File: config.mk
export PLATFORM = sky130hd
export DESIGN_NAME = dnport_seq
export DESIGN_NICKNAME = d
export VERILOG_FILES = /design/src/rtl/dnport_pkg.sv /design/src/rtl/dnport_link_detect.sv /design/src/rtl/dnport_drive_seq.sv /design/src/rtl/dnport_seq.sv
export SDC_FILE = /design/constraint.sdc
export NUM_CORES = 1
export LEC_CHECK = 0
export BUFFER_PORTS_ARGS = -buffer_cell sky130_fd_sc_hd__buf_2
export CELL_PAD_IN_SITES_DETAIL_PLACEMENT = 1
export CELL_PAD_IN_SITES_GLOBAL_PLACEMENT = 1
export CORE_ASPECT_RATIO = 0.6
export CORE_MARGIN = 4
export CORE_UTILIZATION = 41
export CTS_CLUSTER_DIAMETER = 30
export DETAILED_ROUTE_END_ITERATION = 7
export GPL_TIMING_DRIVEN = 0
export HOLD_SLACK_MARGIN = 0.05
export PLACE_DENSITY = 0.86
export SLEW_MARGIN = 20
export SYNTH_ARGS = -nofsm -noshare
export SYNTH_HDL_FRONTEND = slang
export SYNTH_HIERARCHICAL = 1
export SYNTH_SLANG_ARGS = --single-unit
File: constraint.sdc
create_clock -name clk -period 1.77 [get_ports clk]
set_clock_uncertainty 0.05 [all_clocks]
set_input_delay 0.2655 -clock clk [delete_from_list [all_inputs] [get_ports clk]]
set_output_delay 0.2655 -clock clk [all_outputs]
set_load 0.05 [all_outputs]
File: src/rtl/dnport_pkg.sv
package dnport_pkg;
  typedef enum logic [1:0] {
    LS_SE0 = 2'b00,
    LS_J   = 2'b01,
    LS_K   = 2'b10,
    LS_SE1 = 2'b11
  } line_t;

  typedef enum logic [1:0] {
    SQ_IDLE,
    SQ_RST,
    SQ_GAP,
    SQ_RSM
  } seq_st_t;
endpackage

File: src/rtl/dnport_link_detect.sv
module dnport_link_detect #(
  parameter int CONN_DB = 40,
  parameter int DISC_DB = 6
) (
  input  logic       clk,
  input  logic       rst_n,
  input  logic [1:0] line_st,
  input  logic       own_se0,
  output logic       conn
);
  import dnport_pkg::*;
  localparam int DBMAX = (CONN_DB > DISC_DB) ? CONN_DB : DISC_DB;
  localparam int W     = $clog2(DBMAX + 1);

  logic [W-1:0] cnt;
  logic         is_se0;

  assign is_se0 = (line_st == LS_SE0);

  always_ff @(posedge clk or negedge rst_n) begin
    if (!rst_n) begin
      conn <= 1'b0;
      cnt  <= '0;
    end else if (!conn) begin
      if (is_se0) begin
        cnt <= '0;
      end else if (cnt == W'(CONN_DB - 1)) begin
        conn <= 1'b1;
        cnt  <= '0;
      end else begin
        cnt <= cnt + 1'b1;
      end
    end else begin
      // our own SE0 drive hides the device's pull, so the count is held off
      if (!is_se0 || own_se0) begin
        cnt <= '0;
      end else if (cnt == W'(DISC_DB - 1)) begin
        conn <= 1'b0;
        cnt  <= '0;
      end else begin
        cnt <= cnt + 1'b1;
      end
    end
  end
endmodule

File: src/rtl/dnport_drive_seq.sv
module dnport_drive_seq #(
  parameter int RST_LEN     = 100,
  parameter int GAP_LEN     = 12,
  parameter int ROOT_PULSES = 5,
  parameter int RSM_LEN     = 160
) (
  input  logic clk,
  input  logic rst_n,
  input  logic conn,
  input  logic rst_req,
  input  logic rsm_req,
  input  logic root_mode,
  output logic drv_se0,
  output logic drv_k,
  output logic rst_done,
  output logic rsm_done
);
  import dnport_pkg::*;
  localparam int M1   = (RST_LEN > GAP_LEN) ? RST_LEN : GAP_LEN;
  localparam int TMAX = (M1 > RSM_LEN) ? M1 : RSM_LEN;
  localparam int TW   = $clog2(TMAX + 1);
  localparam int PW   = $clog2(ROOT_PULSES + 1);

  seq_st_t       st;
  logic [TW-1:0] tmr;
  logic [PW-1:0] pcnt;
  logic [PW-1:0] tgt;

  always_ff @(posedge clk or negedge rst_n) begin
    if (!rst_n) begin
      st       <= SQ_IDLE;
      tmr      <= '0;
      pcnt     <= '0;
      tgt      <= '0;
      rst_done <= 1'b0;
      rsm_done <= 1'b0;
    end else begin
      rst_done <= 1'b0;
      rsm_done <= 1'b0;
      if (st != SQ_IDLE && !conn) begin
        st  <= SQ_IDLE;
        tmr <= '0;
      end else begin
        case (st)
          SQ_IDLE: begin
            tmr  <= '0;
            pcnt <= '0;
            if (conn && rst_req) begin
              st  <= SQ_RST;
              tgt <= root_mode ? PW'(ROOT_PULSES - 1) : '0;
            end else if (conn && rsm_req) begin
              st <= SQ_RSM;
            end
          end
          SQ_RST: begin
            if (tmr == TW'(RST_LEN - 1)) begin
              tmr <= '0;
              if (pcnt == tgt) begin
                st       <= SQ_IDLE;
                rst_done <= 1'b1;
              end else begin
                st   <= SQ_GAP;
                pcnt <= pcnt + 1'b1;
              end
            end else begin
              tmr <= tmr + 1'b1;
            end
          end
          SQ_GAP: begin
            if (tmr == TW'(GAP_LEN - 1)) begin
              tmr <= '0;
              st  <= SQ_RST;
            end else begin
              tmr <= tmr + 1'b1;
            end
          end
          SQ_RSM: begin
            if (tmr == TW'(RSM_LEN - 1)) begin
              tmr      <= '0;
              st       <= SQ_IDLE;
              rsm_done <= 1'b1;
            end else begin
              tmr <= tmr + 1'b1;
            end
          end
          default: st <= SQ_IDLE;
        endcase
      end
    end
  end

  assign drv_se0 = (st == SQ_RST);
  assign drv_k   = (st == SQ_RSM);
endmodule

File: src/rtl/dnport_seq.sv
module dnport_seq #(
  parameter int CONN_DB     = 40,
  parameter int DISC_DB     = 6,
  parameter int RST_LEN     = 100,
  parameter int GAP_LEN     = 12,
  parameter int ROOT_PULSES = 5,
  parameter int RSM_LEN     = 160
) (
  input  logic       clk,
  input  logic       rst_n,
  input  logic [1:0] line_st,
  input  logic       rst_req,
  input  logic       rsm_req,
  input  logic       root_mode,
  output logic       drv_se0,
  output logic       drv_k,
  output logic       port_conn,
  output logic       rst_done,
  output logic       rsm_done
);
  dnport_link_detect #(
    .CONN_DB(CONN_DB),
    .DISC_DB(DISC_DB)
  ) u_det (
    .clk    (clk),
    .rst_n  (rst_n),
    .line_st(line_st),
    .own_se0(drv_se0),
    .conn   (port_conn)
  );

  dnport_drive_seq #(
    .RST_LEN    (RST_LEN),
    .GAP_LEN    (GAP_LEN),
    .ROOT_PULSES(ROOT_PULSES),
    .RSM_LEN    (RSM_LEN)
  ) u_seq (
    .clk      (clk),
    .rst_n    (rst_n),
    .conn     (port_conn),
    .rst_req  (rst_req),
    .rsm_req  (rsm_req),
    .root_mode(root_mode),
    .drv_se0  (drv_se0),
    .drv_k    (drv_k),
    .rst_done (rst_done),
    .rsm_done (rsm_done)
  );
endmodule

## Word level (Yosys, flattened, before mapping)

Cells that the tools add are included.

| storage, ports and cells | value |
|---|---|
| bits in registers | 25 |
| bits of input ports | 7 |

| operators by class | value |
|---|---|
| add/subtract/negate cells | 3 |
| muxes and demuxes | 34 |
| reductions and logical operators | 13 |
| bitwise operators | 1 |
| equality and inequality tests | 15 |

Operators with widths:

| kind | number |
|---|---|
| 8-bit two-way mux | 4 |
| 8-bit one-hot mux with 4 select lines | 1 |
| 6-bit two-way mux | 5 |
| 2-bit two-way mux | 7 |
| 1-bit two-way mux | 12 |
| 3-bit two-way mux | 3 |
| 3-bit by 1-bit inequality test with 1-bit output (second input constant) | 3 |
| 8-bit by 1-bit adder with 8-bit output (second input constant) | 1 |
| 8-bit by 4-bit == test with 1-bit output (second input constant) | 1 |
| 8-bit by 7-bit == test with 1-bit output (second input constant) | 1 |
| 8-bit == test (second input constant) | 1 |
| 2-bit one-hot mux with 4 select lines | 1 |
| 4-bit AND reduction | 2 |
| 6-bit by 1-bit adder with 6-bit output (second input constant) | 1 |
| 6-bit by 3-bit == test with 1-bit output (second input constant) | 1 |
| 6-bit == test (second input constant) | 1 |
| 3-bit one-hot mux with 2 select lines | 1 |
| 2-bit == test (second input constant) | 2 |
| 2-bit logical NOT | 2 |
| 4-bit by 1-bit inequality test with 1-bit output (second input constant) | 1 |
| 2-bit nonzero test | 2 |
| 3-bit by 1-bit adder with 3-bit output (second input constant) | 1 |
| 3-bit == test | 1 |
| 1-bit logical AND | 3 |
| 7 further kinds | 8 |

## Depth between registers and ports, before layout

| depth | value |
|---|---|
| word-level depth | 5 |
| mapped depth | 6 |
| gate-level depth less buffers | 6 |

## Hierarchy

Netlist, hierarchy kept.

By module, submodules not included:

| module | cells each | times used | area each (µm²) |
|---|---|---|---|
| dnport_drive_seq | 97 | 1 | 932.1 |
| dnport_link_detect | 36 | 1 | 389.1 |

## Worst setup path after synthesis

No wires, ideal clock.

| timing | value |
|---|---|
| kind | register to register |
| start | reg u_seq.st[1] |
| end | reg u_seq.pcnt[2] |
| arrival | 1.835 ns |
| stages on the path, launching flop included | 5 |
| path slack | -0.184 ns |
| buffers on the path | 0 |
| required time | 1.651 ns |
| clock period less this slack | 1.954 ns |
| path through | dfrtp_1 -> nor2b_1 -> inv_1 -> or4_1 -> nand3_1 |

RTL lines:

| what | line | text |
|---|---|---|
| from (decl) | dnport_drive_seq.sv:24 | `seq_st_t st;` |
| from (signal assigned) | dnport_drive_seq.sv:31 | `st <= SQ_IDLE;` |
| from (signal assigned) | dnport_drive_seq.sv:41 | `st <= SQ_IDLE;` |
| from (signal assigned) | dnport_drive_seq.sv:49 | `st <= SQ_RST;` |
| 2-bit by 1-bit == test with 1-bit output * | n/a |  |
| net drv_se0 | dnport_seq.sv:15 | `output logic drv_se0,` |
| 2-bit by 1-bit inequality test with 1-bit output (no source line), or another cell as far along | n/a |  |
| 4-bit AND reduction (no source line) | n/a |  |
| to (signal assigned) | dnport_drive_seq.sv:63 | `pcnt <= pcnt + 1'b1;` |
| to (decl) | dnport_drive_seq.sv:26 | `logic [PW-1:0] pcnt;` |

Mark *: on every way through the listed nets, which the timed path passes. The rest lies on a longest branch.
A chain may end at the register's enable or synchronous reset.

## Worst setup path after layout

| timing | value |
|---|---|
| start | reg u_seq.tmr[1] |
| end | reg u_seq.pcnt[2] |

| on the way | value |
|---|---|
| longest elaborated chain between the ends | 3 |

Ends and longest elaborated chain:

| what | line | text |
|---|---|---|
| from (decl) | dnport_drive_seq.sv:25 | `logic [TW-1:0] tmr;` |
| from (signal assigned) | dnport_drive_seq.sv:66 | `tmr <= tmr + 1'b1;` |
| from (signal assigned) | dnport_drive_seq.sv:74 | `tmr <= tmr + 1'b1;` |
| from (signal assigned) | dnport_drive_seq.sv:83 | `tmr <= tmr + 1'b1;` |
| 8-bit by 7-bit == test with 1-bit output | dnport_drive_seq.sv:56 | `if (tmr == TW'(RST_LEN - 1)) begin` |
| 2-bit by 1-bit inequality test with 1-bit output (no source line) | n/a |  |
| 4-bit AND reduction (no source line) | n/a |  |

Every way passes these cells.

==> impl_metrics.json <==
{
  "arrival_ps": 1830,
  "gr-usage-all-layers_pct": 17.0,
  "r2r_setup_slack_ps": 100,
  "crit_path_end_kind": "flip-flop",
  "power_frac_seq_pct": 38.3,
  "cts-root-buf": "clkbuf_8",
  "drive_above_1_share_pct": 24.7,
  "first_iter_violations": 80,
  "critPathMaxFanout": 6,
  "finalSetupViolations": 0,
  "grt_pass1_vias": 1132,
  "peakVddDrop_mv": 0.596,
  "portBuffers": 11,
  "start_util_pct": 44.3,
  "synthTopCellsByArea": "dfrtp_1 44%, ha_1 5.7%, nand3_1 4.2%, nand2_1 3.4%, xnor2_1 3.3%",
  "hold_viol": 0,
  "reg2reg_to": "u_seq/pcnt[2]$_DFFE_PN0P_",
  "synth_edf_count": 0,
  "internal_power_mw": 1.05,
  "drt_wl_total_um": 3280,
  "syn-num-nets": 146,
  "clkTransAtPathRegs_ps": 80,
  "min_period_ps": 1670,
  "post_drt_wl_per_cell_um": 16.8,
  "busiest_layer": "met2",
  "cts_tree": "done",
  "crit_end": "u_seq/pcnt[2]$_DFFE_PN0P_",
  "yosysTopAreaCell": "dfrtp_1",
  "clock_path_buffers": 2,
  "drc": 0,
  "total_power_mw": 1.76,
  "synth_top_flop_cell": "dfrtp_1",
  "setup_tns_ps": 0,
  "vias_per_cell": 5.46,
  "ys_seq_area_share_pct": 43.6,
  "insertedDiodeCount": 0,
  "row_count": 15,
  "switchingPower_uw": 706,
  "final_util_pct": 54.0,
  "clock.fmax_ghz": 0.597,
  "cap_violations": 0,
  "die_area_um2": 4220,
  "required_ps": 1920,
  "yosysWarnings": 6,
  "grt_overflow_total": 0,
  "antenna_found_initial": 0,
  "fin_crit_sh_pct": 94.6,
  "synthTopCellsByCount": "23 x dfrtp_1, 12 x nand2_1, 11 x nand3_1, 11 x nor2_1, 9 x inv_1",
  "htreeDepth": 1,
  "final_nets": 168,
  "reg2reg_depth": 5,
  "synth_area_um2": 1320,
  "drtAntennaViolNets": 0,
  "synth.distinct_cells": 38,
  "crit_type": "flip-flop to flip-flop",
  "cpPeakStageDelay_ps": 430,
  "area_delta_synth_final_pct": 21.9,
  "synth_most_common_cell": "dfrtp_1",
  "fp.coreArea_um2": 2980,
  "globalRouteMet2Util_pct": 30.7,
  "timing.rr.start": "u_seq/tmr[1]$_DFF_PN0_",
  "crit_chain": "ha_4, and4b_2, o2111ai_4, or4_1, nand3_1",
  "io_pins": 12,
  "multiInputGateArea_um2": 761,
  "combPwrFrac_pct": 42.9,
  "hold_path_depth": 2,
  "numCtsBuffers": 3,
  "max-slew-margin-rel_pct": 63.7,
  "worst_pin_slew_ps": 537,
  "netlist.area_leader.share_pct": 43.6,
  "gp_congestion": 0.806,
  "met3_usage_pct": 4.15,
  "clkPwrFrac_pct": 18.8,
  "worst_slack_ps": 95.1,
  "grt_start_max_net_pins": 24,
  "fillers": 336,
  "critPathSlowestCell": "or4_1",
  "dp_hpwl_um": 2340,
  "p_sw_share_pct": 40.2,
  "startpoint": "u_seq/tmr[1]$_DFF_PN0_",
  "grt_setup_unrepaired": "true",
  "hold_path.class": "primary input to flip-flop",
  "fp.dieW_um": 81.3,
  "clock_latency_ps": 260,
  "regArea_um2": 577,
  "synth_seq_cells": 23,
  "grt_pass1_wl_um": 5350,
  "drv_slew": 0,
  "dieHeight_um": 52.0,
  "start_kind": "flip-flop",
  "pre_cts_slack_ps": -162,
  "syn_inst": 133,
  "clock-sinks": 23,
  "avgSynthCellArea_um2": 9.93,
  "synthArstFlopShare_pct": 100,
  "outcome": "complete, no violations",
  "dr_total_vias": 1070,
  "first_pass_iters": 4,
  "p_per_area_nw_per_um2": 1090,
  "p_leak_nw": 0.646,
  "use_met1_pct": 20.7
}
==> area by class of cell <==
type / count / share of cell area [%]
multi-input cells: 99 / 47.2
clock buffers: 3 / 2.56
repair buffers: 17 / 7.30
well taps: 42 / 3.26
clock inverters: 1 / 0.466
inverters: 9 / 2.33
flip-flops and latches: 23 / 35.8
plain buffers: 2 / 1.01
==> power groups by stage <==
stage | combinational, mW | sequential, mW | clock [mW]
2_1_floorplan | 0.423 | 0.670 | 0
3_3_place_gp | 0.548 | 0.673 | 0
3_5_place_dp | 0.577 | 0.678 | 0
4_1_cts | 0.646 | 0.662 | 0.345
5_1_grt | 0.824 | 0.686 | 0.373
6_report | 0.752 | 0.672 | 0.331
==> routing by layer <==
layer / vias up / routed length (um)
li1: 528 / -
met1: 531 / 1470
met2: 9 / 1720
met3: 2 / 73
met4: 0 / 13
met5: - / 0
==> logic make-up (layout without fill, tap and decap cells) <==
family | count (synthesis) | after routing | synth area share [%]
flops | 23 | 23 | 43.6
simple gates | 58 | 58 | 23.2
compound gates | 24 | 24 | 16.8
xor+xnor | 10 | 10 | 6.63
buf+inv | 11 | 32 | 3.31
fa+ha+maj | 6 | 6 | 5.68
mux | 1 | 1 | 0.852
==> cells in the final DEF (no fill, tap or decap), drive strengths merged, types with 2 or more instances in the layout <==
master,instances
o311ai,3
o2111ai,2
nor4,2
nand4,2
nor3,9
inv,8
nand2,12
clkinvlp,2
dfrtp,23
a21oi,7
o21ai,2
o221ai,2
xor2,5
nor2b,3
ha,6
o21bai,2
nand3,11
buf,18
nor2,11
a2bb2oi,2
clkbuf,3
xnor2,5
==> state kept, by name, indices dropped and copies added (netlist names) <==
| signal | count |
|---|---|
| u_seq/tgt | 1 |
| u_seq/st | 2 |
| u_det/conn | 1 |
| u_seq/tmr | 8 |
| u_det/cnt | 6 |
| u_seq/rst_done | 1 |
| u_seq/pcnt | 3 |
| u_seq/rsm_done | 1 |
==> critical path: cells and delay by family, from the launching register on <==
| kind | cells | cell delay (ps) |
|---|---|---|
| AND/OR/NAND/NOR | 3 | 810 |
| AO/OA/AOI/OAI | 1 | 150 |
| adder cells (fa/ha/maj) | 1 | 180 |
| flip-flops | 1 | 410 |
==> what timing repair did <==
action,CTS,global route
hold buffers,1,0
setup buffers,1,4
gates resized for setup,6,8
endpoints found under the hold margin,23,0
setup endpoints to repair,9,10
pin swaps,1,3
==> stage by stage <==
step,area (um^2),std cells,hold slack (ps)
6_report,1610,196,205
4_1_cts,1530,192,180
3_5_place_dp,1430,186,220
3_3_place_gp,1430,186,221
5_1_grt,1610,196,202
2_1_floorplan,1320,133,-80.1
==> how the worst min path moves through the flow <==
stage / from / endpoint / slack, ps
floorplan: rst_n / u_det/cnt[0]$_DFF_PN0_ / -80
global placement: rst_n / u_det/cnt[5]$_DFF_PN0_ / 220
detailed placement: rst_n / u_det/cnt[1]$_DFF_PN0_ / 220
CTS: root_mode / u_seq/tgt[2]$_DFFE_PN0P_ / 180
global route: root_mode / u_seq/tgt[2]$_DFFE_PN0P_ / 200
finish: root_mode / u_seq/tgt[2]$_DFFE_PN0P_ / 200
Note: power is estimated with default switching activity, not from simulation.
